`config.mk`:
```
export PLATFORM = sky130hd
export DESIGN_NAME = gpio_port
export DESIGN_NICKNAME = d
export VERILOG_FILES = /design/src/rtl/gpio_pkg.sv /design/src/rtl/gpio_sync.sv /design/src/rtl/gpio_sense.sv /design/src/rtl/gpio_pending.sv /design/src/rtl/gpio_port.sv
export SDC_FILE = /design/constraint.sdc
export NUM_CORES = 1
export LEC_CHECK = 0
export BUFFER_PORTS_ARGS = -buffer_cell sky130_fd_sc_hd__buf_2
export CAP_MARGIN = 20
export CORE_MARGIN = 2
export CORE_UTILIZATION = 45
export CTS_CLUSTER_DIAMETER = 50
export CTS_CLUSTER_SIZE = 14
export DETAILED_ROUTE_END_ITERATION = 16
export SLEW_MARGIN = 0
export SYNTH_ARGS = -nofsm -noshare
export SYNTH_HDL_FRONTEND = slang
export SYNTH_SLANG_ARGS = --single-unit
```
`constraint.sdc`:
```
create_clock -name clk -period 4.98 [get_ports clk]
set_input_delay 0.747 -clock clk [delete_from_list [all_inputs] [get_ports clk]]
set_output_delay 0.747 -clock clk [all_outputs]
set_load 0.05 [all_outputs]
```
`src/rtl/gpio_pkg.sv`:
```
// Shared constants and types for the GPIO port.
// Assumes byte addressing with 32-bit word registers.
package gpio_pkg;

    localparam int unsigned GP_ADDR_W = 5;
    localparam int unsigned GP_DATA_W = 32;

    localparam logic [GP_ADDR_W-1:0] OFS_DATA = 5'h00;
    localparam logic [GP_ADDR_W-1:0] OFS_DIR  = 5'h04;
    localparam logic [GP_ADDR_W-1:0] OFS_PAD  = 5'h08;
    localparam logic [GP_ADDR_W-1:0] OFS_CFGL = 5'h0C;
    localparam logic [GP_ADDR_W-1:0] OFS_CFGH = 5'h10;
    localparam logic [GP_ADDR_W-1:0] OFS_EN   = 5'h14;
    localparam logic [GP_ADDR_W-1:0] OFS_PEND = 5'h18;

    typedef enum logic [1:0] {
        SENSE_LOW  = 2'd0,
        SENSE_HIGH = 2'd1,
        SENSE_RISE = 2'd2,
        SENSE_FALL = 2'd3
    } sense_e;

endpackage

```
`src/rtl/gpio_sync.sv`:
```
// Two-flop synchronizer for the pad inputs.
// Assumes each bit is independent; no bus coherence is needed.
module gpio_sync #(
    parameter int unsigned WIDTH = 32
) (
    input  logic             clk,
    input  logic             rst_n,
    input  logic [WIDTH-1:0] async_in,
    output logic [WIDTH-1:0] sync_out
);

    logic [WIDTH-1:0] stage1_q;
    logic [WIDTH-1:0] stage2_q;

    // Purpose: shift pad levels through two flops.
    always_ff @(posedge clk) begin
        if (!rst_n) begin
            stage1_q <= '0;
            stage2_q <= '0;
        end else begin
            stage1_q <= async_in;
            stage2_q <= stage1_q;
        end
    end

    assign sync_out = stage2_q;

endmodule

```
`src/rtl/gpio_sense.sv`:
```
// Per-pin interrupt condition detector.
// Produces a one-cycle set request per pin from the synchronized level,
// its value one cycle earlier and the pin's 2-bit sense code.
// Assumes 'level' is already synchronous to clk.
module gpio_sense
    import gpio_pkg::*;
#(
    parameter int unsigned PINS = 32
) (
    input  logic              clk,
    input  logic              rst_n,
    input  logic [PINS-1:0]   level,
    input  logic [2*PINS-1:0] codes,
    output logic [PINS-1:0]   set_ev
);

    logic [PINS-1:0] prev_q;

    // Purpose: remember last cycle's synchronized level for edge compare.
    always_ff @(posedge clk) begin
        if (!rst_n) prev_q <= '0;
        else        prev_q <= level;
    end

    for (genvar i = 0; i < PINS; i++) begin : g_pin
        sense_e code;
        assign code = sense_e'(codes[2*i +: 2]);

        // Purpose: decode the sense code into this pin's set request.
        always_comb begin
            unique case (code)
                SENSE_LOW:  set_ev[i] = ~level[i];
                SENSE_HIGH: set_ev[i] =  level[i];
                SENSE_RISE: set_ev[i] =  level[i] & ~prev_q[i];
                SENSE_FALL: set_ev[i] = ~level[i] &  prev_q[i];
                default:    set_ev[i] = 1'b0;
            endcase
        end
    end

endmodule

```
`src/rtl/gpio_pending.sv`:
```
// Pending-interrupt register with write-one-to-clear.
// A set request on the same edge as a clear keeps the bit set.
module gpio_pending #(
    parameter int unsigned PINS = 32
) (
    input  logic            clk,
    input  logic            rst_n,
    input  logic [PINS-1:0] set_ev,
    input  logic            clr_we,
    input  logic [PINS-1:0] clr_mask,
    output logic [PINS-1:0] pend_q
);

    logic [PINS-1:0] clr_bits;

    // Purpose: select which bits a clear write removes this cycle.
    always_comb begin
        clr_bits = clr_we ? clr_mask : '0;
    end

    // Purpose: hold pending bits; set requests override clears.
    always_ff @(posedge clk) begin
        if (!rst_n) pend_q <= '0;
        else        pend_q <= (pend_q & ~clr_bits) | set_ev;
    end

endmodule

```
`src/rtl/gpio_port.sv`:
```
// GPIO port top: register file, bus decode, registered read path,
// pad synchronization, interrupt sensing and request combining.
// Assumes byte addresses on word boundaries; sub-word offsets are unmapped.
module gpio_port
    import gpio_pkg::*;
#(
    parameter int unsigned ADDR_W = GP_ADDR_W,
    parameter int unsigned DATA_W = GP_DATA_W
) (
    input  logic              clk,
    input  logic              rst_n,
    input  logic [ADDR_W-1:0] reg_addr,
    input  logic [DATA_W-1:0] reg_wdata,
    input  logic              reg_we,
    input  logic              reg_re,
    output logic [DATA_W-1:0] reg_rdata,
    input  logic [DATA_W-1:0] pad_in,
    output logic [DATA_W-1:0] gpio_out,
    output logic [DATA_W-1:0] gpio_oe,
    output logic              irq
);

    localparam int unsigned PINS     = DATA_W;
    localparam int unsigned CFG_BITS = 2 * PINS;

    logic [DATA_W-1:0]   data_q;
    logic [DATA_W-1:0]   dir_q;
    logic [DATA_W-1:0]   en_q;
    logic [CFG_BITS-1:0] cfg_q;
    logic [DATA_W-1:0]   rdata_q;
    logic [PINS-1:0]     pad_sync;
    logic [PINS-1:0]     set_ev;
    logic [PINS-1:0]     status_q;
    logic                pend_clr;
    logic [DATA_W-1:0]   rd_mux;

    // Purpose: flag a write to the pending register.
    always_comb begin
        pend_clr = reg_we && (reg_addr == OFS_PEND);
    end

    // Purpose: update the writable control registers.
    always_ff @(posedge clk) begin
        if (!rst_n) begin
            data_q <= '0;
            dir_q  <= '0;
            en_q   <= '0;
            cfg_q  <= '0;
        end else if (reg_we) begin
            unique case (reg_addr)
                OFS_DATA: data_q <= reg_wdata;
                OFS_DIR:  dir_q  <= reg_wdata;
                OFS_EN:   en_q   <= reg_wdata;
                OFS_CFGL: cfg_q[DATA_W-1:0]        <= reg_wdata;
                OFS_CFGH: cfg_q[CFG_BITS-1:DATA_W] <= reg_wdata;
                default: ;
            endcase
        end
    end

    // Purpose: select read data by address; unmapped reads return 0.
    always_comb begin
        unique case (reg_addr)
            OFS_DATA: rd_mux = data_q;
            OFS_DIR:  rd_mux = dir_q;
            OFS_PAD:  rd_mux = pad_sync;
            OFS_CFGL: rd_mux = cfg_q[DATA_W-1:0];
            OFS_CFGH: rd_mux = cfg_q[CFG_BITS-1:DATA_W];
            OFS_EN:   rd_mux = en_q;
            OFS_PEND: rd_mux = status_q;
            default:  rd_mux = '0;
        endcase
    end

    // Purpose: register read data on a read strobe.
    always_ff @(posedge clk) begin
        if (!rst_n)      rdata_q <= '0;
        else if (reg_re) rdata_q <= rd_mux;
    end

    gpio_sync #(.WIDTH(PINS)) u_sync (
        .clk      (clk),
        .rst_n    (rst_n),
        .async_in (pad_in),
        .sync_out (pad_sync)
    );

    gpio_sense #(.PINS(PINS)) u_sense (
        .clk    (clk),
        .rst_n  (rst_n),
        .level  (pad_sync),
        .codes  (cfg_q),
        .set_ev (set_ev)
    );

    gpio_pending #(.PINS(PINS)) u_pend (
        .clk      (clk),
        .rst_n    (rst_n),
        .set_ev   (set_ev),
        .clr_we   (pend_clr),
        .clr_mask (reg_wdata),
        .pend_q   (status_q)
    );

    assign reg_rdata = rdata_q;
    assign gpio_out  = data_q;
    assign gpio_oe   = dir_q;
    assign irq       = |(status_q & en_q);

endmodule

```
==> flow_summary.ini <==
[status]
run_status = complete, no violations

[floorplan]
dieArea_um2 = 32800
start_util_pct = 46.0
fp.dieH_um = 181
die_w_um = 181
coreArea_um2 = 30700
io_pins = 170
fp-row-count = 64

[power]
p_leak_nw = 6.22
p_sw_mw = 1.42
pwr-share-seq_pct = 43.3
ir_drop_uv = 244
power.density_nw_per_um2 = 372
comb_power_share_pct = 5.4
swShare_pct = 23.0
p_int_mw = 4.76
p_clk_share_pct = 51.3

[worst_setup_path]
worstPathRequired_ns = 4.23
path_class = register to output pin
endpoint_kind = output pin
cp-start-kind = register
path_max_fanout = 3
arrival_ns = 2.26

[drt]
top_layer_used = met4
postRouteAntennaNets = 0
via_per_inst = 5.61
wl_per_cell_um = 21.3
wirelength_um = 46400
drt_first_pass_iters = 6
vias = 12200
wl_met3_um = 3220
wl_met2_um = 21300
drc = 0
drt-initial-drc-count = 1152
drt-met1-wl_um = 20500

[min_path]
hold_class = input pin to register

[grt]
grt_pass1_wl_um = 69500
grt_max_degree = 166
track_usage_pct = 27.6
antenna_found_initial = 0
grt_pass1_vias = 11400
grt.overflow.total = 0

[placement]
port_buffers = 169
place_worst_setup_slack_ns = 1.52
hpwl_um = 31300
place_congestion = 0.857

[clock_tree]
cts.sinks = 320
cts_setup_buffers = 0
cts_tree = built
cts_buffer_depth = 3
numCtsBuffers = 37
insertion_delay_ns = 0.53
clkTransAtPathRegs_ns = 0.06
cts_max_level = 2
ctsResizeCount = 0
cts_root_buf = clkbuf_16
ctsHoldBuffers = 0

[sta]
final.period_utilization_pct = 60.4
tightest_slew_ns = 1.06
min_period_ns = 3.01
relSlewSlack_pct = 28.8
timing.final.ws_setup_ns = 1.97
max_freq_mhz = 333
skew_ns = 0.0123
setup_viol = 0
rsz0062_at_grt = no
final_hold_viol_count = 0
setup_tns_ns = 0
slew_viol_final = 0

[yosys]
syn_area_um2 = 14100
synth_nets = 1711
post_synth.cell_area_avg_um2 = 8.63
yosysSeqAreaShare_pct = 45.3
netlist_instances = 1638
ys_seq_elements = 320
yosys_warnings = 0
synth_cell_type_count = 39

[run]
drv_cap = 0

[final_layout]
diodes = 0
drive_above_1_share_pct = 16.5
mostFrequentLayoutCells = nand2_1, dfxtp_1, buf_2
n_fill_cell = 2887
nets = 1829
area_growth_pct = 17.6
final_common_cell = nand2_1
Yosys cell counts, drive strengths merged:
cell type / instances / area, um2
buf: 27 / 161
a31oi: 1 / 6.26
or3: 1 / 6.26
a21boi: 192 / 1550
nand4: 4 / 25.0
nand2b: 30 / 188
clkbuf: 81 / 304
mux4: 1 / 22.5
or4b: 3 / 30.0
and2: 98 / 613
nand3: 51 / 255
nor4bb: 2 / 20.0
nand4bb: 1 / 11.3
and3: 3 / 18.8
or3b: 2 / 17.5
dfxtp: 320 / 6410
a41oi: 1 / 8.76
a22oi: 16 / 120
nand2: 321 / 1200
nor2b: 33 / 206
nor4b: 15 / 131
o22a: 1 / 8.76
xnor2: 2 / 17.5
o21ai: 126 / 631
nand3b: 65 / 488
nor3: 2 / 10.0
a2111oi: 15 / 131
mux2i: 93 / 931
nor2: 64 / 248
a32oi: 1 / 8.76
nor3b: 1 / 18.8
or4: 2 / 15.0
o22ai: 30 / 188
inv: 33 / 124
power groups by stage:
stage	combinational [mW]	clock, mW	sequential (mW)
floorplan	0.193	0	2.72
global placement	0.324	0	2.73
detailed placement	0.327	0	2.73
CTS	0.328	3.21	2.67
global route	0.356	3.33	2.68
finish	0.331	3.17	2.68
path summary, 6_finish.rpt:
kind / cells past startpoint / slack, ns / endpoint / start
worst min register to register: 1 / 0.43 / u_sync.sync_out[24] / u_sync.stage1_q[24]
worst min-delay path: 2 / 0.42 / u_sync.stage1_q[7] / pad_in[7]
worst max register to register: 4 / 3.54 / u_pend.pend_q[15] / u_sync.sync_out[15]
worst max-delay path: 4 / 1.97 / irq / u_pend.pend_q[27]
per-stage QoR:
stage	instance area, um2	cells	power (mW)	hold slack (ns)	util, %
finish	16600	2181	6.18	0.419	54.0
global route	16600	2181	6.37	0.409	54.0
CTS	16600	2181	6.21	0.407	54.0
detailed placement	15200	2113	3.06	0.416	49.3
global placement	15200	2113	3.05	0.416	49.3
floorplan	14100	1638	2.91	0.406	-
area by class of cell:
type	count	area [um2]	share of cell area, %
tap	396	495	2.98
clock inverter	25	419	2.52
timing repair buffer	187	1000	6.03
clock buffer	43	1020	6.15
sequential	320	6410	38.6
multi-input combinational	1177	7150	43.0
inverter	33	124	0.746
sequential cells by signal, summed over array words and instances (netlist names):
| register | cells |
|---|---|
| cfg_q | 64 |
| en_q | 32 |
| gpio_oe | 32 |
| gpio_out | 32 |
| reg_rdata | 32 |
| u_pend.pend_q | 32 |
| u_sense.prev_q | 32 |
| u_sync.stage1_q | 32 |
| u_sync.sync_out | 32 |
worst max-delay path, cell delays in order (launching register included):
cell	delay [ns]
dfxtp_1	0.39
a22oi_1	0.35
nand4_1	0.21
or4_1	0.52
buf_2	0.26
logic make-up after synthesis:
logic type,share of synthesized area [%]
simple gates,24.8
compound gates,18.8
flops,45.3
buf+inv,4.17
mux,6.75
xor+xnor,0.124
per-layer routing:
metal	up-vias	global-route usage [%]
li1	5833	-
met1	5879	37.4
met2	446	45.3
met3	79	4.47
met4	0	8.29
met5	-	0
Power figures use the tool's default switching activity.
